## config.mk

```make
export PLATFORM = sky130hd
export DESIGN_NAME = rflvl_detect
export DESIGN_NICKNAME = d
export VERILOG_FILES = /design/src/rtl/rflvl_pkg.sv /design/src/rtl/rflvl_peak_hold.sv /design/src/rtl/rflvl_hyst_cmp.sv /design/src/rtl/rflvl_debounce.sv /design/src/rtl/rflvl_detect.sv
export SDC_FILE = /design/constraint.sdc
export NUM_CORES = 1
export LEC_CHECK = 0
export CELL_PAD_IN_SITES_DETAIL_PLACEMENT = 1
export CELL_PAD_IN_SITES_GLOBAL_PLACEMENT = 1
export CORE_MARGIN = 2
export CORE_UTILIZATION = 38
export DETAILED_ROUTE_END_ITERATION = 10
export PLACE_DENSITY_LB_ADDON = 0.1
export SYNTH_ARGS = -nofsm -noshare
export SYNTH_HDL_FRONTEND = slang
export SYNTH_SLANG_ARGS = --single-unit
```

## constraint.sdc

```tcl
create_clock -name clk -period 4 [get_ports clk]
set_clock_uncertainty 0.1 [all_clocks]
set_input_delay 0.6 -clock clk [delete_from_list [all_inputs] [get_ports clk]]
set_output_delay 0.6 -clock clk [all_outputs]
set_load 0.02 [all_outputs]
```

## src/rtl/rflvl_pkg.sv

```systemverilog
`timescale 1ns/1ps
package rflvl_pkg;
   typedef enum logic {
      LVL_LOST    = 1'b0,
      LVL_PRESENT = 1'b1
   } lvl_state_e;
endpackage

```

## src/rtl/rflvl_peak_hold.sv

```systemverilog
`timescale 1ns/1ps
module rflvl_peak_hold #(
   parameter int SAMPLE_W = 12,
   parameter int SHIFT_W  = 3,
   parameter int DIV_W    = 8,
   localparam int MAG_W   = SAMPLE_W - 1
) (
   input  logic                       clk,
   input  logic                       rst,
   input  logic                       smp_vld,
   input  logic signed [SAMPLE_W-1:0] smp_data,
   input  logic [SHIFT_W-1:0]         decay_shift,
   input  logic [DIV_W-1:0]           decay_period,
   output logic [MAG_W-1:0]           held
);
   generate
      if (SAMPLE_W < 2) begin : g_bad_width
         $error("rflvl_peak_hold: SAMPLE_W must be at least 2");
      end
      if (DIV_W < 1) begin : g_bad_div
         $error("rflvl_peak_hold: DIV_W must be at least 1");
      end
   endgenerate

   logic [MAG_W-1:0] held_q;
   logic [MAG_W-1:0] pos_mag;
   logic [MAG_W-1:0] shifted;
   logic [MAG_W-1:0] step;
   logic [DIV_W-1:0] dcnt_q;

   assign pos_mag = smp_data[SAMPLE_W-1] ? '0 : smp_data[MAG_W-1:0];
   assign shifted = held_q >> decay_shift;
   assign step    = (|shifted) ? shifted : {{(MAG_W-1){1'b0}}, |held_q};

   always_ff @(posedge clk) begin
      if (rst) begin
         held_q <= '0;
         dcnt_q <= '0;
      end else if (smp_vld) begin
         if (pos_mag > held_q) begin
            held_q <= pos_mag;
            dcnt_q <= '0;
         end else if (dcnt_q >= decay_period) begin
            held_q <= held_q - step;
            dcnt_q <= '0;
         end else begin
            dcnt_q <= dcnt_q + 1'b1;
         end
      end
   end

   assign held = held_q;
endmodule

```

## src/rtl/rflvl_hyst_cmp.sv

```systemverilog
`timescale 1ns/1ps
module rflvl_hyst_cmp
   import rflvl_pkg::*;
#(
   parameter int MAG_W = 11
) (
   input  logic             clk,
   input  logic             rst,
   input  logic [MAG_W-1:0] held,
   input  logic [MAG_W-1:0] thr_level,
   input  logic [MAG_W-1:0] thr_hyst,
   output logic             present
);
   lvl_state_e       state_q;
   logic [MAG_W-1:0] lo_trip;

   assign lo_trip = (thr_hyst > thr_level) ? '0 : thr_level - thr_hyst;

   always_ff @(posedge clk) begin
      if (rst) begin
         state_q <= LVL_LOST;
      end else if (held >= thr_level) begin
         state_q <= LVL_PRESENT;
      end else if (held < lo_trip) begin
         state_q <= LVL_LOST;
      end
   end

   assign present = (state_q == LVL_PRESENT);
endmodule

```

## src/rtl/rflvl_debounce.sv

```systemverilog
`timescale 1ns/1ps
module rflvl_debounce #(
   parameter int CNT_MAX = 63,
   parameter int HI_TRIP = 48,
   parameter int LO_TRIP = 16,
   localparam int CNT_W  = $clog2(CNT_MAX + 1)
) (
   input  logic             clk,
   input  logic             rst,
   input  logic             step_en,
   input  logic             lvl_in,
   output logic             flag,
   output logic [CNT_W-1:0] cnt
);
   generate
      if (CNT_MAX < 2) begin : g_bad_max
         $error("rflvl_debounce: CNT_MAX must be at least 2");
      end
      if (LO_TRIP >= HI_TRIP) begin : g_bad_order
         $error("rflvl_debounce: LO_TRIP must be below HI_TRIP");
      end
      if (HI_TRIP > CNT_MAX) begin : g_bad_hi
         $error("rflvl_debounce: HI_TRIP must not exceed CNT_MAX");
      end
   endgenerate

   localparam logic [CNT_W-1:0] TOP = CNT_W'(CNT_MAX);
   localparam logic [CNT_W-1:0] HI  = CNT_W'(HI_TRIP);
   localparam logic [CNT_W-1:0] LO  = CNT_W'(LO_TRIP);

   logic [CNT_W-1:0] cnt_q;
   logic             flag_q;

   always_ff @(posedge clk) begin
      if (rst) begin
         cnt_q <= '0;
      end else if (step_en) begin
         if (lvl_in && (cnt_q != TOP)) begin
            cnt_q <= cnt_q + 1'b1;
         end else if (!lvl_in && (cnt_q != '0)) begin
            cnt_q <= cnt_q - 1'b1;
         end
      end
   end

   always_ff @(posedge clk) begin
      if (rst) begin
         flag_q <= 1'b0;
      end else if (cnt_q >= HI) begin
         flag_q <= 1'b1;
      end else if (cnt_q <= LO) begin
         flag_q <= 1'b0;
      end
   end

   assign flag = flag_q;
   assign cnt  = cnt_q;
endmodule

```

## src/rtl/rflvl_detect.sv

```systemverilog
`timescale 1ns/1ps
module rflvl_detect #(
   parameter int SAMPLE_W = 12,
   parameter int SHIFT_W  = 3,
   parameter int DIV_W    = 8,
   parameter int CNT_MAX  = 63,
   parameter int HI_TRIP  = 48,
   parameter int LO_TRIP  = 16
) (
   input  logic                       clk,
   input  logic                       rst,
   input  logic                       smp_vld,
   input  logic signed [SAMPLE_W-1:0] smp_data,
   input  logic [SAMPLE_W-2:0]        thr_level,
   input  logic [SAMPLE_W-2:0]        thr_hyst,
   input  logic [SHIFT_W-1:0]         decay_shift,
   input  logic [DIV_W-1:0]           decay_period,
   output logic                       rf_ok,
   output logic                       rf_ok_filt
);
   localparam int MAG_W = SAMPLE_W - 1;
   localparam int CNT_W = $clog2(CNT_MAX + 1);

   logic [MAG_W-1:0] held_lvl;
   logic [CNT_W-1:0] dbc_cnt;
   logic             ok_fast;

   rflvl_peak_hold #(
      .SAMPLE_W (SAMPLE_W),
      .SHIFT_W  (SHIFT_W),
      .DIV_W    (DIV_W)
   ) u_peak (
      .clk          (clk),
      .rst          (rst),
      .smp_vld      (smp_vld),
      .smp_data     (smp_data),
      .decay_shift  (decay_shift),
      .decay_period (decay_period),
      .held         (held_lvl)
   );

   rflvl_hyst_cmp #(
      .MAG_W (MAG_W)
   ) u_cmp (
      .clk       (clk),
      .rst       (rst),
      .held      (held_lvl),
      .thr_level (thr_level),
      .thr_hyst  (thr_hyst),
      .present   (ok_fast)
   );

   rflvl_debounce #(
      .CNT_MAX (CNT_MAX),
      .HI_TRIP (HI_TRIP),
      .LO_TRIP (LO_TRIP)
   ) u_dbc (
      .clk     (clk),
      .rst     (rst),
      .step_en (smp_vld),
      .lvl_in  (ok_fast),
      .flag    (rf_ok_filt),
      .cnt     (dbc_cnt)
   );

   assign rf_ok = ok_fast;
endmodule

```

==> impl_metrics.py, run 1 <==
metrics = {
    "global_route": {
        "track_usage_pct": 22.1,
        "grt_overflow": 0,
        "grt_pass1_vias": 3857,
        "grt_pass1_wl_um": 18300,
        "grt_start_max_net_pins": 19,
        "antenna_found_initial": 0,
    },
    "clock_network": {
        "cts_made_buffers": 3,
        "clkTransAtPathRegs_ns": 0.10,
        "cts_sinks": 27,
        "cts_hold_buf": 0,
        "cts-root-buf": "clkbuf_8",
        "cts_tree": "built",
        "htreeDepth": 1,
        "worstSkewPairLatency_ns": 0.28,
        "cts_buffer_depth": 2,
    },
    "final_layout": {
        "fillers": 1180,
        "antenna_cells": 0,
        "seq_area_um2": 541,
        "multi_input_area_um2": 2930,
        "syn2layout_area_growth_pct": 29.8,
        "final_area_um2": 4730,
        "drive_gt1_share_pct": 14.3,
        "nNetsFinal": 671,
    },
    "logic_synthesis": {
        "synthesis.area_um2": 3640,
        "synth.area.top_cells": "ha_1, dfxtp_1, a21oi_1",
        "synth-edff-count": 0,
        "ys.warnings.count": 0,
        "synth_area_per_cell_um2": 7.73,
        "synth_area_leader_cell": "ha_1",
        "ys_async_sr_fraction_pct": 0,
        "synth_cells": 471,
        "synthFlopType": "dfxtp_1",
        "netlist.area_leader.share_pct": 22.7,
        "yosysSeqAreaShare_pct": 14.9,
        "synth.net_count": 588,
        "synth_cell_type_count": 56,
        "synth_seq_cells": 27,
    },
    "detailed_routing": {
        "drt_iter0_markers": 95,
        "wl_per_cell_um": 16.4,
        "vias": 3700,
        "vias_per_cell": 5.43,
        "postRouteAntennaNets": 0,
        "drcViolationCount": 0,
        "firstDrtPassIters": 4,
        "drt_wl_total_um": 11200,
    },
    "placement": {
        "postPlaceCellArea_um2": 4550,
        "place.port_buffers": 49,
        "gp_congestion": 0.928,
        "dp_hpwl_um": 9120,
        "pre_cts_ws_ns": -0.360,
    },
    "critical_path": {
        "cp-end-kind": "flip-flop",
        "cp-start-kind": "primary input",
        "slowest_stage": "clkdlybuf4s50_1",
        "critPathMaxStageDelay_ns": 0.45,
        "path_max_fanout": 4,
        "critPathBufInv": 2,
        "crit_type": "primary input to flip-flop",
        "path_delay_family": "compound AO/OA/AOI/OAI gates",
        "crit_chain": "clkdlybuf4s50_1 -> inv_1 -> ha_1 -> nor2b_2 -> o2111ai_2 -> a31oi_2 -> o21ai_2 -> nand2b_1 -> a21o_1 -> nand2_1 -> ha_1 -> a21oi_1 -> nor2b_1 -> o21ai_0 -> a21oi_1 -> o211ai_1 -> a31oi_1 -> or3_1",
        "crit_arrival_ns": 3.74,
        "cp.required_ns": 4.07,
    },
    "timing": {
        "finalSetupViolCount": 0,
        "tightest_slew_ns": 0.662,
        "slew_headroom_pct": 55.8,
        "finalWorstSetupSlack_ns": 0.335,
        "period_share_pct": 91.6,
        "fin_crit_ns": 3.66,
        "holdWs_ns": 0.431,
        "clock.fmax_mhz": 273,
        "maxSlewViolCount": 0,
        "report.final.hold_viol_count": 0,
        "rsz0062_at_grt": "false",
    },
    "run": {
        "cap_violations": 0,
    },
    "hold_path": {
        "hold_class": "flip-flop to flip-flop",
    },
    "status": {
        "status": "complete, no violations",
    },
    "floorplan": {
        "dieArea_um2": 10400,
        "fp.dieH_um": 102,
        "core_area_um2": 9280,
        "initial_core_util_pct": 39.2,
        "die_w_um": 102,
        "std_cell_rows": 35,
        "ios": 50,
    },
    "power_and_ir_drop": {
        "total_leakage_power_nw": 2.15,
        "vdd_drop_max_mv": 0.198,
        "p_per_area_nw_per_um2": 330,
    },
}
what timing repair did:
item                                    4_1_cts  5_1_grt
pin swaps                                     0        3
cloned                                        0        1
endpoints found under the setup margin        2        6
resized for setup                             2       26
setup buffers                                 0        1
layer usage:
metal	vias up	wire length, µm	part of all wire (%)	global-route usage, %
li1	1855	-	-	-
met1	1769	4960	44	27.3
met2	63	5670	51	40.9
met5	-	0	0	0
met3	13	373	3.3	3.15
met4	0	176	1.6	4.00
final timing paths:
| path | start | end | slack (ns) | cells after the start |
|---|---|---|---|---|
| max | thr_hyst[1] | u_cmp.present | 0.34 | 18 |
| min | u_dbc.flag | u_dbc.flag | 0.43 | 2 |
| max reg2reg | u_peak.held[5] | u_peak.held[10] | 0.47 | 17 |
| min reg2reg | u_dbc.flag | u_dbc.flag | 0.43 | 2 |
layout make-up:
cell class	instances	share of cell area (%)
Tap cell	129	3.42
Clock buffer	4	0.953
Inverter	46	3.65
Multi-Input combinational cell	383	62.1
Timing Repair Buffer	93	18.5
Sequential cell	27	11.4
flip-flops by register name, summed over array words and instances (netlist names):
register	cells
u_cmp.present	1
u_peak.dcnt_q	8
u_dbc.flag	1
u_dbc.cnt	6
u_peak.held	11
layout by cell type (no fill, tap or decap), types with 3 or more instances in the layout:
cell	instances
a211oi_1	3
a21o_1	14
a21oi_1	38
a21oi_2	6
a31oi_1	4
buf_4	40
clkbuf_8	3
clkdlybuf4s50_1	47
dfxtp_1	27
ha_1	64
inv_1	46
mux2i_1	4
mux4_2	3
nand2_1	40
nand2b_1	8
nand3_1	6
nand4_1	8
nor2_1	34
nor2b_1	15
nor3_1	9
nor4_1	5
o211ai_1	4
o21a_1	4
o21ai_0	22
o21ai_1	4
o221ai_1	3
o22ai_1	8
or3_1	5
xnor2_1	13
xor2_1	14
synth_stat cells, drive strengths merged, types with 9 or more instances:
cell / n
o22ai: 9
o21ai: 28
ha: 66
nor2b: 16
dfxtp: 27
nor2: 35
buf: 9
nor3: 9
inv: 46
nand2: 41
a21oi: 44
xnor2: 13
a21o: 14
xor2: 14
kinds of logic after synthesis:
logic type,after synthesis,share of synthesized area (%)
AOI/OAI and AO/OA,131,23.7
DFF,27,14.9
xor gates and xnor gates,27,6.50
muxes,10,3.78
and+or+nand+nor,146,19.9
buffers and inverters,61,6.98
adders and majority gates,69,24.3
power by group:
| group | leakage (nW) | switching, mW | internal [mW] |
|---|---|---|---|
| clock | 0.0228 | 0.0905 | 0.0716 |
| sequential | 0.220 | 0.0753 | 0.314 |
| combinational | 1.91 | 0.516 | 0.492 |
| total | 2.15 | 0.682 | 0.878 |
per-stage QoR:
stage	setup TNS, ns	utilization, %	std cells	power [mW]
6_report	0	50.9	682	1.56
5_1_grt	0	50.9	682	1.72
4_1_cts	0	49.6	680	1.54
3_5_place_dp	-1.37	49.0	676	1.36
3_3_place_gp	-0.411	49.0	676	1.32
2_1_floorplan	0	-	471	1.04
tightest hold or removal path: stages (launching register included):
cell,delay (ns)
dfxtp_1,0.32
o21ai_0,0.09
a21oi_1,0.08
No activity file was read; power rests on OpenSTA's default activity.
==> inputs of run 2 (changes only) <==
--- a/config.mk
+++ b/config.mk
@@ -11,6 +11,7 @@
 export CORE_UTILIZATION = 38
 export DETAILED_ROUTE_END_ITERATION = 10
 export PLACE_DENSITY_LB_ADDON = 0.1
+export SLEW_MARGIN = 10
 export SYNTH_ARGS = -nofsm -noshare
 export SYNTH_HDL_FRONTEND = slang
 export SYNTH_SLANG_ARGS = --single-unit
==> results of run 2 <==
Final layout, timing and power as in run 1 (identical DEF).
